**config.mk**
```make
export PLATFORM = sky130hd
export DESIGN_NAME = byte_alu_core
export DESIGN_NICKNAME = d
export VERILOG_FILES = /design/src/rtl/alu8_pkg.sv /design/src/rtl/alu8_op_decode.sv /design/src/rtl/alu8_datapath.sv /design/src/rtl/alu8_status_reg.sv /design/src/rtl/byte_alu_core.sv
export SDC_FILE = /design/constraint.sdc
export NUM_CORES = 1
export LEC_CHECK = 0
export BUFFER_PORTS_ARGS = -buffer_cell sky130_fd_sc_hd__buf_4
export CORE_ASPECT_RATIO = 0.7
export CORE_UTILIZATION = 45
export CTS_CLUSTER_DIAMETER = 50
export CTS_CLUSTER_SIZE = 24
export DETAILED_ROUTE_END_ITERATION = 12
export PLACE_DENSITY = 0.68
export SKIP_CTS_REPAIR_TIMING = 1
export SYNTH_ARGS = -nofsm -noshare
export SYNTH_HDL_FRONTEND = slang
export SYNTH_SLANG_ARGS = --single-unit
export TNS_END_PERCENT = 5
```
**constraint.sdc**
```tcl
create_clock -name clk -period 15.5 [get_ports clk]
set_input_delay 3.1 -clock clk [delete_from_list [all_inputs] [get_ports clk]]
set_output_delay 3.1 -clock clk [all_outputs]
set_load 0.05 [all_outputs]
```
**src/rtl/alu8_pkg.sv**
```systemverilog
package alu8_pkg;
  typedef enum logic [3:0] {
    OP_PASS_A = 4'd0,
    OP_ADD    = 4'd1,
    OP_SUB    = 4'd2,
    OP_AND    = 4'd3,
    OP_OR     = 4'd4,
    OP_XOR    = 4'd5,
    OP_INC    = 4'd6,
    OP_DEC    = 4'd7,
    OP_PASS_B = 4'd8
  } alu_op_e;

  localparam logic [1:0] MODE_PASS = 2'b00;
  localparam logic [1:0] MODE_ADD  = 2'b10;
endpackage

```
**src/rtl/alu8_op_decode.sv**
```systemverilog
module alu8_op_decode
  import alu8_pkg::*;
#(
  parameter int FW = 5
) (
  input  logic [FW-1:0] insn_fld,
  input  logic [1:0]    alu_mode,
  output alu_op_e       op
);
  always_comb begin
    if (alu_mode == MODE_ADD) begin
      op = OP_ADD;
    end else if (alu_mode == MODE_PASS) begin
      op = OP_PASS_A;
    end else begin
      case (insn_fld)
        FW'(0):  op = OP_ADD;
        FW'(1):  op = OP_SUB;
        FW'(2):  op = OP_AND;
        FW'(3):  op = OP_OR;
        FW'(4):  op = OP_XOR;
        FW'(5):  op = OP_INC;
        FW'(6):  op = OP_DEC;
        FW'(7):  op = OP_PASS_B;
        default: op = OP_PASS_A;
      endcase
    end
  end
endmodule

```
**src/rtl/alu8_datapath.sv**
```systemverilog
module alu8_datapath
  import alu8_pkg::*;
#(
  parameter int W   = 8,
  parameter int NIB = 4
) (
  input  logic [W-1:0] a,
  input  logic [W-1:0] b,
  input  alu_op_e      op,
  output logic [W-1:0] y,
  output logic         c_nxt,
  output logic         dc_nxt,
  output logic         z_nxt,
  output logic         arith
);
  logic         is_sub;
  logic [W-1:0] b_eff;
  logic [W:0]   sum;
  logic [NIB:0] lo_sum;

  assign is_sub = (op == OP_SUB);
  assign arith  = (op == OP_ADD) || is_sub;
  assign b_eff  = is_sub ? ~b : b;
  assign sum    = {1'b0, a} + {1'b0, b_eff} + {{W{1'b0}}, is_sub};
  assign lo_sum = {1'b0, a[NIB-1:0]} + {1'b0, b_eff[NIB-1:0]} + {{NIB{1'b0}}, is_sub};

  always_comb begin
    case (op)
      OP_ADD, OP_SUB: y = sum[W-1:0];
      OP_AND:         y = a & b;
      OP_OR:          y = a | b;
      OP_XOR:         y = a ^ b;
      OP_INC:         y = a + W'(1);
      OP_DEC:         y = a - W'(1);
      OP_PASS_B:      y = b;
      default:        y = a;
    endcase
  end

  assign c_nxt  = sum[W];
  assign dc_nxt = lo_sum[NIB];
  assign z_nxt  = (y == '0);
endmodule

```
**src/rtl/alu8_status_reg.sv**
```systemverilog
module alu8_status_reg (
  input  logic clk,
  input  logic rst_n,
  input  logic we,
  input  logic arith,
  input  logic c_nxt,
  input  logic dc_nxt,
  input  logic z_nxt,
  output logic c_q,
  output logic dc_q,
  output logic z_q
);
  always_ff @(posedge clk or negedge rst_n) begin
    if (!rst_n) begin
      c_q  <= 1'b0;
      dc_q <= 1'b0;
      z_q  <= 1'b0;
    end else if (we) begin
      z_q <= z_nxt;
      if (arith) begin
        c_q  <= c_nxt;
        dc_q <= dc_nxt;
      end
    end
  end
endmodule

```
**src/rtl/byte_alu_core.sv**
```systemverilog
module byte_alu_core
  import alu8_pkg::*;
#(
  parameter int W   = 8,
  parameter int FW  = 5,
  parameter int NIB = 4
) (
  input  logic          clk,
  input  logic          rst_n,
  input  logic [W-1:0]  opnd_a,
  input  logic [W-1:0]  opnd_b,
  input  logic [FW-1:0] insn_fld,
  input  logic [1:0]    alu_mode,
  input  logic          flag_we,
  output logic [W-1:0]  result,
  output logic          flag_c,
  output logic          flag_dc,
  output logic          flag_z
);
  alu_op_e op;
  logic    c_nxt, dc_nxt, z_nxt, arith;

  alu8_op_decode #(.FW(FW)) u_dec (
    .insn_fld (insn_fld),
    .alu_mode (alu_mode),
    .op       (op)
  );

  alu8_datapath #(.W(W), .NIB(NIB)) u_dp (
    .a      (opnd_a),
    .b      (opnd_b),
    .op     (op),
    .y      (result),
    .c_nxt  (c_nxt),
    .dc_nxt (dc_nxt),
    .z_nxt  (z_nxt),
    .arith  (arith)
  );

  alu8_status_reg u_st (
    .clk    (clk),
    .rst_n  (rst_n),
    .we     (flag_we),
    .arith  (arith),
    .c_nxt  (c_nxt),
    .dc_nxt (dc_nxt),
    .z_nxt  (z_nxt),
    .c_q    (flag_c),
    .dc_q   (flag_dc),
    .z_q    (flag_z)
  );
endmodule

```
==> parameters.txt <==
Parameter                              Value

Global routing
  Largest net degree at the start of global routing    29
  Number of antenna violations at the first check in global routing    0
  Total global routing overflow    0
  Via count of the first global-routing pass    1566
  Global-route total usage across every layer    0.271
  First-pass GRT wire length    8.02 mm

Route
  Average detailed-routed wire length per instance    16.5 um
  Drt first pass iters    5
  Routed Antenna Nets    0
  DRC viols    0
  Total detailed-routing wirelength    5.10 mm
  Total number of vias    1860
  Via count normalized by instance count    6.02
  Initial DRC Count    between 200 and 300

Critical path
  Total buffers and inverters traversed by the critical path    2
  Sequence of cells on the critical path    buf_4 -> ha_1 -> or4bb_1 -> or3_1 -> xnor2_1 -> ha_1 -> nor2b_1 -> o311ai_0 -> a21bo_2 -> nand2b_1 -> and2_1 -> o311ai_1 -> buf_4
  Crit Path Category    input pin to output port
  Logic depth of the worst register-to-register path    2
  Worst-case register-to-register setup slack    14.82 ns
  R2r endpoint    u_st.c_q$_DFFE_PN0P_
  Arrival time reported for the critical path endpoint    7.21 ns
  Reg-to-reg critical path startpoint    u_st.c_q$_DFFE_PN0P_
  Nature of the critical path startpoint    input pin
  Delay of the slowest critical-path stage    0.60 ns
  Critical path endpoint category    output port
  Required time at the worst-slack endpoint    12.40 ns
  Top fanout value on the critical path    28
  Top Family by Delay on Critical Path    simple AND/OR/NAND/NOR gates
  Worst path slowest cell    or3_1

Power and ir drop
  VDD IR max    about 0.11 mV
  Static Leakage    roughly 0.9 nW
  Ratio of total power to cell area    51.8 mW/mm2

STA
  Post-layout min period    10.31 ns
  Slew Limit Fails    0
  Share of the cycle needed by the critical path after routing    0.665
  Largest clock skew in the final design    0 ns
  Top achievable clock speed    0.0970 GHz
  Max-Slew Margin vs Limit    0.494
  Worst setup slack after layout    5.19 ns
  Unrepaired setup endpoints after global routing    false
  Worst-margin pin slew    0.751 ns
  Total of endpoints with negative setup slack in the final report    0
  Final-layout setup total negative slack    0 ns
  Number of failing hold endpoints at the final stage    0

Floorplanning
  Number of standard-cell rows in the floorplan    18
  Total Die Area    0.00400 mm2
  Core area    0.00356 mm2
  Overall die height    53.2 um
  Total I/O pin count    37
  Starting Density    0.474
  Width of the die    75.1 um

Run
  Number of maximum-capacitance violations    0

Synth
  Most instantiated library cell after synthesis    ha_1
  Number of enable flip-flop cells after synthesis    0
  Yosys reg bits    3
  Synthesized area per cell    approximately 7.4 um2
  Share of the yosys chip area belonging to registers    0.0445
  Cell variety after synth    63
  Predominant post-synthesis flop cell    dfrtp_1
  Most common library cells after synthesis    ha_1 (26), inv_1 (19), nor2_1 (18), a21oi_1 (14), xnor2_1 (14)
  Largest cells by area after synthesis    ha_1 (19%), xnor2_1 (7.3%), dfrtp_1 (4.5%)
  Synthesized netlist net count    approximately 280
  Synth area leader    ha_1
  Fraction of synthesis flops using an asynchronous set or reset pin    1.00
  Syn Inst Count    ~230
  Post-Synthesis Cell Area    0.00169 mm2
  YS warnings    0
  Top cell type's share of synthesized area    0.193

Clocking
  CTS Root Buffer Type    clkbuf_8
  H-tree depth reported by CTS    1
  Cts bufs inserted    3
  Max Root-Sink Buffers    2
  Worst-skew pair later-pin latency    0.21 ns
  Post-CTS clock slew at the launch and capture registers of the worst setup and hold paths    0.03 ns
  CTS tree    built
  Sinks on the clock net    3

Min path
  Worst Hold Depth    2
  Startpoint of the most critical hold path    u_st.z_q$_DFFE_PN0P_
  Classification of the worst-slack hold path    register to register
  Sink of the worst hold path    u_st.z_q$_DFFE_PN0P_

Cells and area
  Number of standard cells in the layout, taps in and fillers out    309
  Area added between synthesis and finish    20.3%
  Layout cell share with drive strength beyond 1    0.181
  Post-layout nets    approximately 310
  Number of diodes    0

Placement
  HPWL after detailed placement    4.08 mm
  Placer's final routability congestion estimate    between 1 and 1.5
  Dpl cells    305
  Pre-CTS WS    roughly 5.3 ns
  Port buffer count    36

Outcome
  Result of the run    completed
==> stage by stage <==
step                       power, W  area [um2]   util  hold slack [ns]
after floorplan           0.0000584        1690      -            0.754
after global placement    0.0000814        1980  0.557            0.480
after detailed placement  0.0000814        1980  0.557            0.472
after CTS                  0.000104        2030  0.570            0.481
after global routing       0.000112        2030  0.570            0.505
final                      0.000105        2030  0.570            0.479
==> routing by layer <==
layer  up-vias  routed length (um)  global-route usage
met5         -                   0                   0
met2       111                2000               0.368
li1        911                   -                   -
met4         0                  15                   0
met1       836                2520               0.444
met3         2                 558              0.0552
==> sequential cells by signal, summed over array words and instances, names as in the netlist <==
name and cells:
u_st.c_q 1, u_st.dc_q 1, u_st.z_q 1
==> worst reg2reg max path: stages, from the launching register on <==
cell and delay (ns):
dfrtp_1 0.37, a21oi_1 0.12, a21oi_1 0.06
==> final cells by class <==
class | instances | area (um2)
fill | 357 | 1530
multi-input combinational | 196 | 1500
timing repair buffer | 37 | 278
sequential | 3 | 75.1
inverter | 19 | 71.3
tap | 50 | 62.6
clock buffer | 4 | 45.0
==> power by group <==
part	leakage, nW	internal, W	switching (W)	total, W
Sequential	0.0379	0.00000904	0.000000625	0.00000967
Combinational	0.848	0.0000276	0.0000454	0.0000730
Clock	0.0228	0.0000175	0.00000484	0.0000223
==> cells in the final DEF (no fill, tap or decap), types with 2 or more instances in the layout <==
| cell | netlist | routed |
|---|---|---|
| nand3_1 | 6 | 6 |
| nor3_1 | 5 | 5 |
| clkbuf_8 | 0 | 3 |
| nand3b_1 | 2 | 2 |
| or3_1 | 5 | 5 |
| or4b_1 | 2 | 2 |
| nand2b_1 | 9 | 9 |
| a2111oi_0 | 2 | 2 |
| o21a_1 | 2 | 2 |
| a221oi_1 | 4 | 4 |
| and3_1 | 4 | 4 |
| nor2b_1 | 9 | 9 |
| mux2i_1 | 2 | 2 |
| inv_1 | 19 | 19 |
| nand2_1 | 9 | 9 |
| a21oi_1 | 14 | 14 |
| xnor2_1 | 14 | 14 |
| and2_1 | 5 | 5 |
| ha_1 | 26 | 26 |
| a221o_1 | 2 | 2 |
| a211oi_1 | 4 | 4 |
| o21ai_0 | 10 | 10 |
| dfrtp_1 | 3 | 3 |
| nand4_1 | 4 | 4 |
| nor2_1 | 18 | 18 |
| nor3b_1 | 2 | 2 |
| a22oi_1 | 2 | 2 |
| buf_4 | 0 | 37 |
==> kinds of logic (layout without fill, tap and decap cells) <==
| logic type | Yosys count | count (layout) | share of synthesized area |
|---|---|---|---|
| compound gates | 62 | 62 | 0.284 |
| xor+xnor | 15 | 15 | 0.0780 |
| fa+ha+maj | 27 | 27 | 0.205 |
| buf+inv | 30 | 60 | 0.0683 |
| flops | 3 | 3 | 0.0445 |
| mux | 2 | 2 | 0.0119 |
| simple gates | 90 | 90 | 0.308 |
==> worst max-delay path by stage <==
stage,start,end,slack (ns),cells after the start
2_1_floorplan,insn_fld[0],result[6],5.02,13
3_3_place_gp,insn_fld[0],result[6],5.35,13
3_5_place_dp,insn_fld[0],result[6],5.27,13
4_1_cts,insn_fld[0],result[6],5.24,13
5_1_grt,insn_fld[0],result[6],4.91,13
6_report,insn_fld[0],result[6],5.19,13
Power figures use the tool's default switching activity.
